[src/rtl/smm_gate_pkg.sv]
package smm_gate_pkg;

  // reset value of the maskable interrupt flag
  localparam logic IF_RESET_VAL = 1'b0;
  // NMI enable held while outside the management mode
  localparam logic NMI_EN_OUTSIDE = 1'b1;

  typedef struct packed {
    logic in_smm;
    logic if_flag;
    logic nmi_en;
  } smm_ctl_t;

  localparam smm_ctl_t CTL_RESET = '{in_smm: 1'b0, if_flag: IF_RESET_VAL, nmi_en: NMI_EN_OUTSIDE};

endpackage

[src/rtl/smm_mode_ctl.sv]
module smm_mode_ctl
  import smm_gate_pkg::*;
(
  input  logic     clk,
  input  logic     rst,
  input  logic     smm_enter,
  input  logic     smm_resume,
  input  logic     if_we,
  input  logic     if_wdata,
  input  logic     nmien_we,
  input  logic     nmien_wdata,
  output smm_ctl_t ctl,
  output logic     nmi_en_next
);

  smm_ctl_t ctl_q, ctl_d;
  logic     if_saved_q, if_saved_d;
  logic     take_enter, take_resume;

  assign take_enter  = smm_enter & ~ctl_q.in_smm;
  assign take_resume = smm_resume & ctl_q.in_smm;

  always_comb begin
    ctl_d      = ctl_q;
    if_saved_d = if_saved_q;
    if (take_enter) begin
      ctl_d.in_smm  = 1'b1;
      ctl_d.if_flag = IF_RESET_VAL;
      ctl_d.nmi_en  = 1'b0;
      if_saved_d    = ctl_q.if_flag;
    end else if (take_resume) begin
      ctl_d.in_smm  = 1'b0;
      ctl_d.if_flag = if_saved_q;
      ctl_d.nmi_en  = NMI_EN_OUTSIDE;
    end else begin
      if (if_we) ctl_d.if_flag = if_wdata;
      if (nmien_we && ctl_q.in_smm) ctl_d.nmi_en = nmien_wdata;
    end
  end

  always_ff @(posedge clk) begin
    if (rst) begin
      ctl_q      <= CTL_RESET;
      if_saved_q <= IF_RESET_VAL;
    end else begin
      ctl_q      <= ctl_d;
      if_saved_q <= if_saved_d;
    end
  end

  assign ctl         = ctl_q;
  assign nmi_en_next = ctl_d.nmi_en;

  // an accepted entry masks both classes
  p_enter_masks_r2: assert property (@(posedge clk) disable iff (rst)
    (smm_enter && !ctl_q.in_smm) |=> (ctl_q.in_smm && !ctl_q.if_flag && !ctl_q.nmi_en));

  // an accepted resume leaves the mode with NMI enabled
  p_resume_unmasks_r3: assert property (@(posedge clk) disable iff (rst)
    (smm_resume && ctl_q.in_smm) |=> (!ctl_q.in_smm && ctl_q.nmi_en));

  // outside the mode NMI stays enabled
  p_outside_enabled_r5: assert property (@(posedge clk) disable iff (rst)
    !ctl_q.in_smm |-> ctl_q.nmi_en);

endmodule

[src/rtl/nmi_hold.sv]
module nmi_hold (
  input  logic clk,
  input  logic rst,
  input  logic nmi_in,
  input  logic nmi_en_now,
  input  logic nmi_en_next,
  output logic nmi_req,
  output logic nmi_pending
);

  logic nmi_prev_q, pend_q, req_q;
  logic rise, want, deliver;

  assign rise    = nmi_in & ~nmi_prev_q;
  assign want    = pend_q | rise;
  assign deliver = want & nmi_en_next;

  always_ff @(posedge clk) begin
    if (rst) begin
      nmi_prev_q <= 1'b0;
      pend_q     <= 1'b0;
      req_q      <= 1'b0;
    end else begin
      nmi_prev_q <= nmi_in;
      pend_q     <= want & ~deliver;
      req_q      <= deliver;
    end
  end

  assign nmi_req     = req_q;
  assign nmi_pending = pend_q;

  // the held event is gone in the cycle its pulse is issued
  p_pulse_clears_r8: assert property (@(posedge clk) disable iff (rst)
    req_q |-> !pend_q);

  // no NMI request while NMI is masked
  p_req_only_enabled_r6: assert property (@(posedge clk) disable iff (rst)
    req_q |-> nmi_en_now);

  // an event is only held while NMI is masked
  p_pend_masked_r7: assert property (@(posedge clk) disable iff (rst)
    pend_q |-> !nmi_en_now);

endmodule

[src/rtl/intr_mask.sv]
module intr_mask (
  input  logic intr_in,
  input  logic if_flag,
  output logic intr_req
);

  assign intr_req = intr_in & if_flag;

endmodule

[src/rtl/smm_irq_gate.sv]
module smm_irq_gate
  import smm_gate_pkg::*;
(
  input  logic clk,
  input  logic rst,
  input  logic smm_enter,
  input  logic smm_resume,
  input  logic if_we,
  input  logic if_wdata,
  input  logic nmien_we,
  input  logic nmien_wdata,
  input  logic nmi_in,
  input  logic intr_in,
  output logic in_smm,
  output logic if_flag,
  output logic nmi_enable,
  output logic nmi_pending,
  output logic nmi_req,
  output logic intr_req
);

  smm_ctl_t ctl;
  logic     en_next;

  smm_mode_ctl u_mode (
    .clk(clk), .rst(rst),
    .smm_enter(smm_enter), .smm_resume(smm_resume),
    .if_we(if_we), .if_wdata(if_wdata),
    .nmien_we(nmien_we), .nmien_wdata(nmien_wdata),
    .ctl(ctl), .nmi_en_next(en_next)
  );

  nmi_hold u_nmi (
    .clk(clk), .rst(rst), .nmi_in(nmi_in),
    .nmi_en_now(ctl.nmi_en), .nmi_en_next(en_next),
    .nmi_req(nmi_req), .nmi_pending(nmi_pending)
  );

  intr_mask u_intr (
    .intr_in(intr_in), .if_flag(ctl.if_flag), .intr_req(intr_req)
  );

  assign in_smm     = ctl.in_smm;
  assign if_flag    = ctl.if_flag;
  assign nmi_enable = ctl.nmi_en;

  // the interrupt flag only changes by write, entry or resume
  p_if_stable_r4: assert property (@(posedge clk) disable iff (rst)
    (!if_we && !smm_enter && !smm_resume) |=> $stable(if_flag));

endmodule

[config.mk]
export PLATFORM = sky130hd
export DESIGN_NAME = smm_irq_gate
export DESIGN_NICKNAME = d
export VERILOG_FILES = /design/src/rtl/smm_gate_pkg.sv /design/src/rtl/smm_mode_ctl.sv /design/src/rtl/nmi_hold.sv /design/src/rtl/intr_mask.sv /design/src/rtl/smm_irq_gate.sv
export SDC_FILE = /design/constraint.sdc
export NUM_CORES = 1
export LEC_CHECK = 0
export BUFFER_PORTS_ARGS = -buffer_cell sky130_fd_sc_hd__buf_2
export CAP_MARGIN = 20
export CORE_AREA = 2 2 39 41
export CTS_CLUSTER_SIZE = 25
export DETAILED_ROUTE_END_ITERATION = 10
export DIE_AREA = 0 0 41 43
export HOLD_SLACK_MARGIN = 0.1
export PLACE_DENSITY = 0.53
export SKIP_CTS_REPAIR_TIMING = 1
export SLEW_MARGIN = 20
export SYNTH_ARGS = -nofsm -noshare
export SYNTH_HDL_FRONTEND = slang
export SYNTH_SLANG_ARGS = --single-unit
[constraint.sdc]
create_clock -name clk -period 1.1 [get_ports clk]
set_input_delay 0 -clock clk [delete_from_list [all_inputs] [get_ports clk]]
set_output_delay 0 -clock clk [all_outputs]
set_load 0.02 [all_outputs]
Yosys cells after proc, flatten, opt, wreduce, memory -nomap -nowiden
Cells that the tools add are included.
W data, S select, Z words.
{ "totals": {"register_bits": 7, "output_inout_bits": 6, "in_bits": 10, "word_cells": 26} }
{ "op_classes": {"mux": 5, "n_reduce_logical": 4, "bitwise_logic": 10} }
{ "op_table": {"columns": ["operator", "n"], "rows": [
  ["$and A1 B1 Y1", 6],
  ["$reduce_bool A2 Y1", 2],
  ["$mux W1", 3],
  ["$mux W3", 1],
  ["$not A1 Y1", 3],
  ["$mux W2", 1],
  ["$reduce_or A2 Y1", 1],
  ["$logic_and A1 B1 Y1", 1],
  ["$or A1 B1 Y1", 1]
]} }

Logic depth before layout (Yosys ltp)
Gate-level depths: netlist of the first run.
{ "depth": {"word_depth": 7, "depth_mapped": 3, "ltp_nobuf": 3} }

Cells and area by module
Synthesis of the first run repeated with hierarchy kept, for this count alone.
{ "hier_totals": {"cells_unflattened": 28, "hier_area_um2": 286.5} }
{ "modules_own_cells": {"columns": ["module", "n_inst", "seq_area_each_um2", "cells_each", "area_each_um2"], "rows": [
  ["smm_mode_ctl", 1, 80.1, 18, 180.2],
  ["nmi_hold", 1, 60.1, 9, 100.1],
  ["intr_mask", 1, 0.0, 1, 6.3]
]} }

Worst setup path before layout of the first run
No wires, ideal clock.
{ "synth_timing": {"kind": "register to register", "startpoint": "register u_mode.ctl_q, in the netlist u_mode.ctl[2]", "endpoint": "register u_nmi.pend_q (netlist: u_nmi.nmi_pending)", "t_required_ns": 0.981, "setup_ns": 0.119, "slack_ns": -0.001, "n_path_buf": 0, "period_less_slack_ns": 1.101, "arrival_time_ns": 0.982, "path_stages_with_launch": 4, "path_cell_list": "dfxtp_1 -> mux2i_1 -> a22oi_2 -> nor2b_1"} }
{ "synth_between": {"elab_chain_cells": 7, "elab_cells_between_ends": 10, "cone_classes": "mux (3); bitwise (6); reduce/logical (1)"} }
{ "synth_lines": {"columns": ["element", "line_no", "rtl"], "rows": [
  ["start, declared", "smm_mode_ctl.sv:16", "smm_ctl_t ctl_q, ctl_d;"],
  ["start signal, assigned", "smm_mode_ctl.sv:46", "ctl_q <= ctl_d;"],
  ["$logic_and A1 B1 Y1", "smm_mode_ctl.sv:37", "if (nmien_we && ctl_q.in_smm) ctl_d.nmi_en = nmien_wdata;"],
  ["$mux W1", "smm_mode_ctl.sv:37", null],
  ["$mux W2", "smm_mode_ctl.sv:31", "end else if (take_resume) begin"],
  ["$mux W3 *", "smm_mode_ctl.sv:26", "if (take_enter) begin"],
  ["$and A1 B1 Y1 *", "nmi_hold.sv:16", "assign deliver = want & nmi_en_next;"],
  ["$not A1 Y1 *", "nmi_hold.sv:25", "pend_q <= want & ~deliver;"],
  ["$and A1 B1 Y1 *", "nmi_hold.sv:25", null],
  ["end signal, assigned", "nmi_hold.sv:25", null],
  ["end, declared", "nmi_hold.sv:11", "logic nmi_prev_q, pend_q, req_q;"]
]} }
Every way passes the cells marked *; elsewhere a longest branch is shown, timed or not.
A chain may end at the register's enable or synchronous reset.

Worst setup path in the final report of the first run
{ "layout_timing": {"startpoint": "input port smm_resume", "endpoint": "register u_nmi.pend_q (netlist: u_nmi.nmi_pending)"} }
{ "layout_between": {"elab_chain_cells": 6} }
{ "layout_lines": {"columns": ["element", "line_no", "rtl"], "rows": [
  ["start, declared", "smm_irq_gate.sv:7", "input logic smm_resume,"],
  ["$and A1 B1 Y1", "smm_mode_ctl.sv:21", "assign take_resume = smm_resume & ctl_q.in_smm;"],
  ["$mux W2", "smm_mode_ctl.sv:31", null],
  ["$mux W3", "smm_mode_ctl.sv:26", null],
  ["$and A1 B1 Y1", "nmi_hold.sv:16", null],
  ["$not A1 Y1", "nmi_hold.sv:25", null],
  ["$and A1 B1 Y1", "nmi_hold.sv:25", null]
]} }
No other way between the ends.

==> flow_summary.ini, run 1 <==
[run_status]
status = finished clean

[sta]
setup_violations = 0
slew-limit-headroom_pct = 88.0
fmax_ghz = 0.977
worst_slack_ns = 0.0762
rsz0062_at_grt = false
fin_crit_ns = 1.02
fin_tns_setup_ns = 0
slew_violations = 0
period_share_pct = 93.1
worst_slew_pin_slew_ns = 0.174
hold_viol = 0
hold_slack_ns = 0.116
finClkSkew_ns = 0.00243

[yosys]
synthArstFlopShare_pct = 0
syn_inst = 27
yosys.area_share.simple_pct = 21.8
synth_top_family_by_area = simple AND/OR/NAND/NOR gates
ys_seq_elements = 7
synth-edff-count = 0
yosys_warnings = 0
synthMuxAreaShare_pct = 11.1
synth_most_common_cell = dfxtp_1
syn_area_per_cell_sq_um = 10.4
synth_compound_area_share_pct = 17.3
synth-xor-area-share_pct = 0
synthesis.area_sq_um = 282
synth_nets = 37
synth_top_area_share_pct = 49.8
synth_top_area_cell = dfxtp_1
ys_top_cells_by_count = dfxtp_1, nor2_1, nor2b_1
synth_fa_ha_area_share_pct = 0
ys_seq_area_share_pct = 49.8
synth_area_leaders = dfxtp_1, mux2i_1, nor2b_1
synth_ff_type = dfxtp_1
yosysUniqueCellTypes = 15

[routing]
num_vias = 276
firstDrtPassIters = 1
drc = 0
vias_per_cell = 4.18
wl_per_cell_microns = 8.80
drt-total-wl_microns = 581
drt_iter0_markers = 0
ant_nets = 0

[floorplan]
dieHeight_microns = 43
start_util_pct = 20.3
ios = 16
placementRows = 14
core-area_sq_um = 1380
die_w_microns = 41
dieArea_sq_um = 1760

[global_route]
grt_pass1_wl_microns = 862
busiest_layer = met1
track_usage_pct = 7.54
grtUsageMet2_pct = 9.06
grt_max_degree = 8
globalRouteMet3Util_pct = 3.66
grt_pass1_vias = 227
grt.overflow.total = 0
antenna_found_initial = 0
met1_usage_pct = 9.68

[worst_setup_path]
cp-end-kind = register
cp_cell_sequence = dlygate4sd3_1, buf_2, a21o_2, a22oi_2, nor2b_1
arrival_ns = 1.21
path_max_fanout = 4
critPathRequiredTime_ns = 1.29
slowest_stage = dlygate4sd3_1
cp_slowest_stage_delay_ns = 0.53
critPathKind = input port to register
cp-start-kind = input port

[finish]
final_util_pct = 32.1
diodes = 0
drive_gt1_share_pct = 46.0
fin_cells = 66
finalNetCount = 61
area_growth_pct = 57.8

[clocking]
cts_buffer_depth = 2
clk_latency_ns = 0.25
cts_made_buffers = 3
cts_htree_levels = 1
clkTransAtPathRegs_ns = 0.05
root_buffer = clkbuf_4
cts_tree = built
clock_sinks = 7

[placement]
io_buffers = 15
place.gp.congestion = 0.643
dp_cells = 58
pre_cts_slack_ns = 0.124

[worst_hold_path]
hold_path.class = input port to register

[pwr]
power_density_nw_per_um2 = 1400
irDropWorstVdd_mv = 0.493
p_leak_uw = 0.000209

[run]
drv_cap = 0
through the flow:
| stage | cell area, sq um | total power, uW |
|---|---|---|
| 6_report | 444 | 623 |
| 3_3_place_gp | 378 | 387 |
| 5_1_grt | 444 | 666 |
| 4_1_cts | 404 | 627 |
| 3_5_place_dp | 378 | 387 |
| 2_1_floorplan | 283 | 346 |
flip-flops by register name, summed over array words and instances, names as in the netlist:
name               flops
u_mode.ctl             3
u_mode.if_saved_q      1
u_nmi.nmi_pending      1
u_nmi.nmi_prev_q       1
u_nmi.nmi_req          1
critical path: cells and delay by family:
kind | cells | cell delay, ns
buffers and inverters | 2 | 0.67
AO/OA/AOI/OAI | 2 | 0.40
AND/OR/NAND/NOR | 1 | 0.14
cell usage in the layout (no fill, tap or decap):
cell            n
clkbuf_4        3
nand2_1         1
nor2b_1         3
a211oi_1        1
and2_1          1
clkbuf_1        1
mux2_2          1
dlygate4sd3_1   4
nand2b_1        2
a21oi_1         1
o21bai_1        1
o211ai_1        1
buf_2          15
a22oi_2         1
dfxtp_2         1
mux2i_1         2
dfxtp_1         6
and2b_2         1
nor2_1          3
a21o_2          1
report_power, final:
group	internal [uW]	leakage [uW]	switching (uW)
Combinational	56.2	0.000136	51.1
Sequential	271	0.0000580	12.2
Clock	138	0.0000150	93.8
Total	466	0.000209	157
final timing paths:
check | startpoint | endpoint | slack, ns | depth (start not counted)
setup / recovery | smm_resume | u_nmi.nmi_pending$_SDFF_PP0_ | 0.08 | 5
hold / removal | nmien_wdata | u_mode.ctl[0]$_SDFF_PP1_ | 0.12 | 4
setup reg to reg | u_mode.ctl[2]$_SDFFE_PP0P_ | u_nmi.nmi_pending$_SDFF_PP0_ | 0.15 | 3
hold reg to reg | u_mode.if_saved_q$_SDFFE_PP0P_ | u_mode.if_saved_q$_SDFFE_PP0P_ | 0.50 | 2
layer usage:
layer	part of all wire (%)	up-vias
met5	0	-
met4	0	0
met3	15	0
met2	37	16
met1	48	119
li1	-	141
kinds of logic after synthesis:
| group | count (synthesis) |
|---|---|
| flops | 7 |
| simple gates | 11 |
| compound gates | 6 |
| mux | 3 |
cell type report:
class | count | area, sq um
Multi-Input combinational cell | 20 | 141
Clock buffer | 4 | 26.3
Fill cell | 145 | 940
Timing Repair Buffer | 19 | 115
Tap cell | 16 | 20.0
Sequential cell | 7 | 141
Power figures use the tool's default switching activity.
==> run 2, diff against run 1 <==
ABC_AREA = 1   (was not set)
BUFFER_PORTS_ARGS = not set   (was -buffer_cell sky130_fd_sc_hd__buf_2)
DONT_BUFFER_PORTS = 1   (was not set)
PLACE_DENSITY = 0.43   (was 0.53)
==> run 2 against run 1 <==
  * Register-to-register slack gained 0.06 ns
  * Clock skew shrank 0.0018 ns
  * Sequential power grew 2%
  * Design area shrank 0.56%
==> flow_summary.ini, run 2 <==
[run_status]
status = finished clean

[yosys]
ys_seq_elements = 7
ys_top_cells_by_count = nand2_1, dfxtp_1, inv_1
synth_ff_type = dfxtp_1
synth-edff-count = 0
syn_inst = 39
synthesis.area_sq_um = 283
syn_area_per_cell_sq_um = 7.25
synth_most_common_cell = nand2_1
synth_nets = 49
synthArstFlopShare_pct = 0
synth_top_area_share_pct = 49.6
yosysUniqueCellTypes = 10
synth_area_leaders = dfxtp_1, nand2_1, inv_1
ys_seq_area_share_pct = 49.6
yosys_warnings = 0
synth_top_area_cell = dfxtp_1

[routing]
ant_nets = 0
drt_iter0_markers = 5
drt-total-wl_microns = 578
drc = 0
vias_per_cell = 3.96
wl_per_cell_microns = 8.14
num_vias = 281
firstDrtPassIters = 2

[clocking]
clk_latency_ns = 0.25
cts_tree = built
clkTransAtPathRegs_ns = 0.05
clock_sinks = 7
cts_made_buffers = 3
cts_buffer_depth = 2
cts_htree_levels = 1
root_buffer = clkbuf_4

[finish]
final_util_pct = 31.9
area_growth_pct = 56.2
finalNetCount = 66
largest_reg_flops = 3
num-fill-cells = 149
final_common_cell = nand2_1
diodes = 0
layout_common_cells = nand2_1, dlygate4sd3_1, inv_1, dfxtp_1, a21oi_1
fin_cells = 71
drive_gt1_share_pct = 14.5

[sta]
worst_slack_ns = 0.0635
finClkSkew_ns = 0.000605
worst_slew_pin_slew_ns = 0.281
rsz0062_at_grt = false
fin_tns_setup_ns = 0
fmax_ghz = 0.965
setup_violations = 0
fin_crit_ns = 1.04
hold_viol = 0
slew_violations = 0
period_share_pct = 94.2
slew-limit-headroom_pct = 81.3

[floorplan]
core-area_sq_um = 1380
die_w_microns = 41
dieArea_sq_um = 1760
placementRows = 14
dieHeight_microns = 43
ios = 16
start_util_pct = 20.4

[global_route]
grt_max_degree = 8
grt_pass1_vias = 231
antenna_found_initial = 0
track_usage_pct = 7.75
grt_pass1_wl_microns = 834
grt.overflow.total = 0

[pwr]
power.share.sequential_pct = 46.5
switching_share_pct = 25.9
total_power_uw = 621
comb_power_share_pct = 16.5
pwr-share-clk_pct = 36.9
power_density_nw_per_um2 = 1410
p_leak_uw = 0.000214
p_int_uw = 460
p_switching_uw = 161
irDropWorstVdd_mv = 0.458

[placement]
io_buffers = 0
pre_cts_slack_ns = 0.197
place.gp.congestion = 0.627
dp_cells = 58
hpwl_microns = 437

[worst_setup_path]
cp_cell_sequence = dlygate4sd3_1, nor2_1, dlygate4sd3_1
r2r_cells = 3
cp-end-kind = register
arrival_ns = 1.17
critPathRequiredTime_ns = 1.23
cp_num_buf_inv = 2
r2r-start = u_mode.ctl[2]$_SDFFE_PP0P_
cp-start-kind = input port
crit_family = buffers and inverters
slowest_stage = dlygate4sd3_1
path_max_fanout = 3
critPathKind = input port to register
crit_top_cell = dlygate4sd3_1
r2r_slack_ns = 0.21
cp_slowest_stage_delay_ns = 0.57
reg2reg_to = u_mode.ctl[1]$_SDFFE_PP0P_

[run]
drv_cap = 0

[worst_hold_path]
hold_end = intr_req
hold_path.class = input port to primary output
min_from = intr_in
min_path_cells = 2
run 2: cell type report:
class	instances	area [sq um]	share of cell area, %
sequential	7	140	31.7
multi-input combinational	25	116	26.3
clock buffer	4	26.3	5.95
timing repair buffer	12	113	25.5
inverter	7	26.3	5.95
tap	16	20.0	4.53
run 2: worst max-delay path by stage:
| stage | start | endpoint | slack, ns | cells after the start |
|---|---|---|---|---|
| final | rst | u_nmi.nmi_prev_q$_SDFF_PP0_ | 0.06 | 3 |
| after global routing | u_mode.ctl[1]$_SDFFE_PP0P_ | intr_req | 0.04 | 2 |
| after CTS | u_mode.ctl[1]$_SDFFE_PP0P_ | intr_req | 0.12 | 2 |
| after detailed placement | u_mode.ctl[2]$_SDFFE_PP0P_ | u_mode.ctl[1]$_SDFFE_PP0P_ | 0.20 | 3 |
| after global placement | u_mode.ctl[2]$_SDFFE_PP0P_ | u_mode.ctl[1]$_SDFFE_PP0P_ | 0.23 | 3 |
| after floorplan | u_mode.ctl[2]$_SDFFE_PP0P_ | u_mode.ctl[1]$_SDFFE_PP0P_ | 0.13 | 3 |
run 2: through the flow:
| step | cell area [sq um] | hold slack [ns] |
|---|---|---|
| floorplan | 283 | 0.0691 |
| global placement | 325 | 0.0710 |
| detailed placement | 325 | 0.0729 |
| CTS | 352 | -0.196 |
| global route | 442 | 0.171 |
| finish | 442 | 0.134 |
run 2: per-layer routing:
metal | track usage, % | vias to the layer above | routed length (microns) | share of wire, %
met1 | 8.09 | 114 | 281 | 49
met4 | 10.0 | 0 | 12 | 2.1
met5 | 0 | - | 0 | 0
met2 | 9.69 | 12 | 233 | 40
li1 | - | 153 | - | -
met3 | 3.14 | 2 | 50 | 8.7
run 2: power groups by stage:
stage | combinational [uW] | sequential (uW) | clock (uW)
floorplan | 41.9 | 305 | 0
global placement | 75.9 | 294 | 0
detailed placement | 75.6 | 295 | 0
CTS | 75.9 | 289 | 247
global route | 115 | 292 | 262
finish | 103 | 289 | 229
run 2: cells by family after synthesis:
group | synth area share [%]
AND/OR/NAND/NOR | 29.6
flip-flops | 49.6
buffers and inverters | 9.29
AO/OA/AOI/OAI | 11.5
==> run 3, diff against run 2 <==
ABC_AREA = 0   (was 1)
GPL_ROUTABILITY_DRIVEN = 0   (was not set)
==> run 3 against run 2 <==
  * Clock skew rose by 0.0010 ns
  * Die area stayed put
  * First-iteration DRC count decreased by 20%
  * Via count decreased by 10%
  * Largest power group unchanged
  * Non-clock buffer count shrank 3
  * Highest routed layer is now met3
  * Clock-buffer cell count stayed put
  * Fmax is 5.0% higher
  * Core utilization decreased by 2.2 points
  * Sequential power is essentially flat
  * Hold slack got worse by 0.058 ns
  * Register-to-register slack lost 0.05 ns
  * Largest cell class unchanged
==> flow_summary.ini, run 3 (synthesized netlist as in run 1, its figures left out) <==
[run_status]
status = finished clean

[placement]
dp_cells = 46
pre_cts_slack_ns = 0.164
io_buffers = 0

[global_route]
antenna_found_initial = 0
grt_pass1_vias = 210
grt_pass1_wl_microns = 731
track_usage_pct = 7.14
grt_max_degree = 7
grt.overflow.total = 0

[routing]
firstDrtPassIters = 2
num_vias = 252
drt_iter0_markers = 4
drt-total-wl_microns = 576
vias_per_cell = 4.50
ant_nets = 0
wl_per_cell_microns = 10.3
drc = 0

[sta]
hold_viol = 0
fmax_ghz = 1.01
worst_slew_pin_slew_ns = 0.242
fin_tns_setup_ns = 0
rsz0062_at_grt = false
slew-limit-headroom_pct = 83.9
worst_slack_ns = 0.113
fin_crit_ns = 0.987
setup_violations = 0
slew_violations = 0
finClkSkew_ns = 0.00160
period_share_pct = 89.8

[worst_setup_path]
path_max_fanout = 4
reg2reg_to = u_nmi.nmi_pending$_SDFF_PP0_
endpoint = u_nmi.nmi_pending$_SDFF_PP0_
cp-start-kind = input port
r2r-start = u_mode.ctl[2]$_SDFFE_PP0P_
r2r_slack_ns = 0.16
cp-end-kind = register
r2r_cells = 3
critPathRequiredTime_ns = 1.28
arrival_ns = 1.17
crit_path_start = smm_resume
critPathKind = input port to register

[floorplan]
placementRows = 14
ios = 16
die_w_microns = 41
dieHeight_microns = 43
dieArea_sq_um = 1760
core-area_sq_um = 1380
start_util_pct = 20.3

[pwr]
p_int_uw = 460
switching_share_pct = 24.4
p_switching_uw = 149
irDropWorstVdd_mv = 0.630
pwr-share-clk_pct = 37.3
comb_power_share_pct = 15.1
p_leak_uw = 0.000168
power.share.sequential_pct = 47.6
power_density_nw_per_um2 = 1480

[clocking]
cts_made_buffers = 3
clkTransAtPathRegs_ns = 0.05
cts_buffer_depth = 2
clock_sinks = 7
cts_htree_levels = 1
root_buffer = clkbuf_4
cts_tree = built
clk_latency_ns = 0.25

[worst_hold_path]
min_from = smm_enter
hold_path.class = input port to register

[finish]
diodes = 0
largest_reg_flops = 3
multi_input_comb_area_sq_um = 141
final_util_pct = 29.7
num-fill-cells = 155
fin_cells = 56
regArea_sq_um = 141
layout_common_cells = dlygate4sd3_1, dfxtp_1
drive_gt1_share_pct = 27.5
area_growth_pct = 46.2
finalNetCount = 51

[run]
drv_cap = 0
==> run 3: cell count changes in the layout (fill, tap and decap cells not counted), moves of 2 or more <==
cell,previous run,this run
a21oi_1,4,1
nand2_1,11,1
nor2b_1,0,3
inv_1,7,0
mux2i_1,0,2
nand2b_1,0,2
nand3_1,3,0
dlygate4sd3_1,9,6
==> run 3: worst min-delay path by stage <==
stage                             endpoint  cells after the start
2_1_floorplan   u_mode.ctl[1]$_SDFFE_PP0P_                      1
3_3_place_gp   u_nmi.nmi_prev_q$_SDFF_PP0_                      1
3_5_place_dp   u_nmi.nmi_prev_q$_SDFF_PP0_                      1
4_1_cts         u_mode.ctl[1]$_SDFFE_PP0P_                      1
5_1_grt           u_nmi.nmi_req$_SDFF_PP0_                      3
6_report          u_nmi.nmi_req$_SDFF_PP0_                      3
==> run 3: power by group through the flow <==
| stage | Combinational [uW] | Sequential (uW) | Clock, uW |
|---|---|---|---|
| floorplan | 41.0 | 305 | 0 |
| global placement | 70.0 | 295 | 0 |
| detailed placement | 71.5 | 295 | 0 |
| CTS | 71.7 | 290 | 242 |
| global route | 103 | 291 | 263 |
| finish | 91.8 | 290 | 227 |
==> run 3: area by class of cell <==
class                   count  area share [%]
multi-input cells          20            34.3
well taps                  16            4.86
flip-flops and latches      7            34.3
repair buffers              9            20.1
clock buffers               4            6.38
==> run 3: per-stage QoR <==
stage | total power, uW | hold slack (ns) | instance area, sq um
floorplan | 346 | 0.0691 | 283
detailed placement | 366 | 0.0742 | 325
finish | 609 | 0.0762 | 412
CTS | 604 | -0.194 | 352
global route | 657 | 0.115 | 412
global placement | 365 | 0.0746 | 325
==> run 3: per-layer routing <==
layer	vias to the layer above	global-route usage, %	wire [microns]
met5	-	0	0
met4	0	6.00	0
met3	0	8.38	80
met2	15	8.44	263
met1	116	6.15	233
li1	121	-	-
==> run 3: critical path, cell delays in order <==
cell and delay, ns:
dlygate4sd3_1 0.59, a21o_2 0.21, a22oi_2 0.21, nor2b_1 0.16
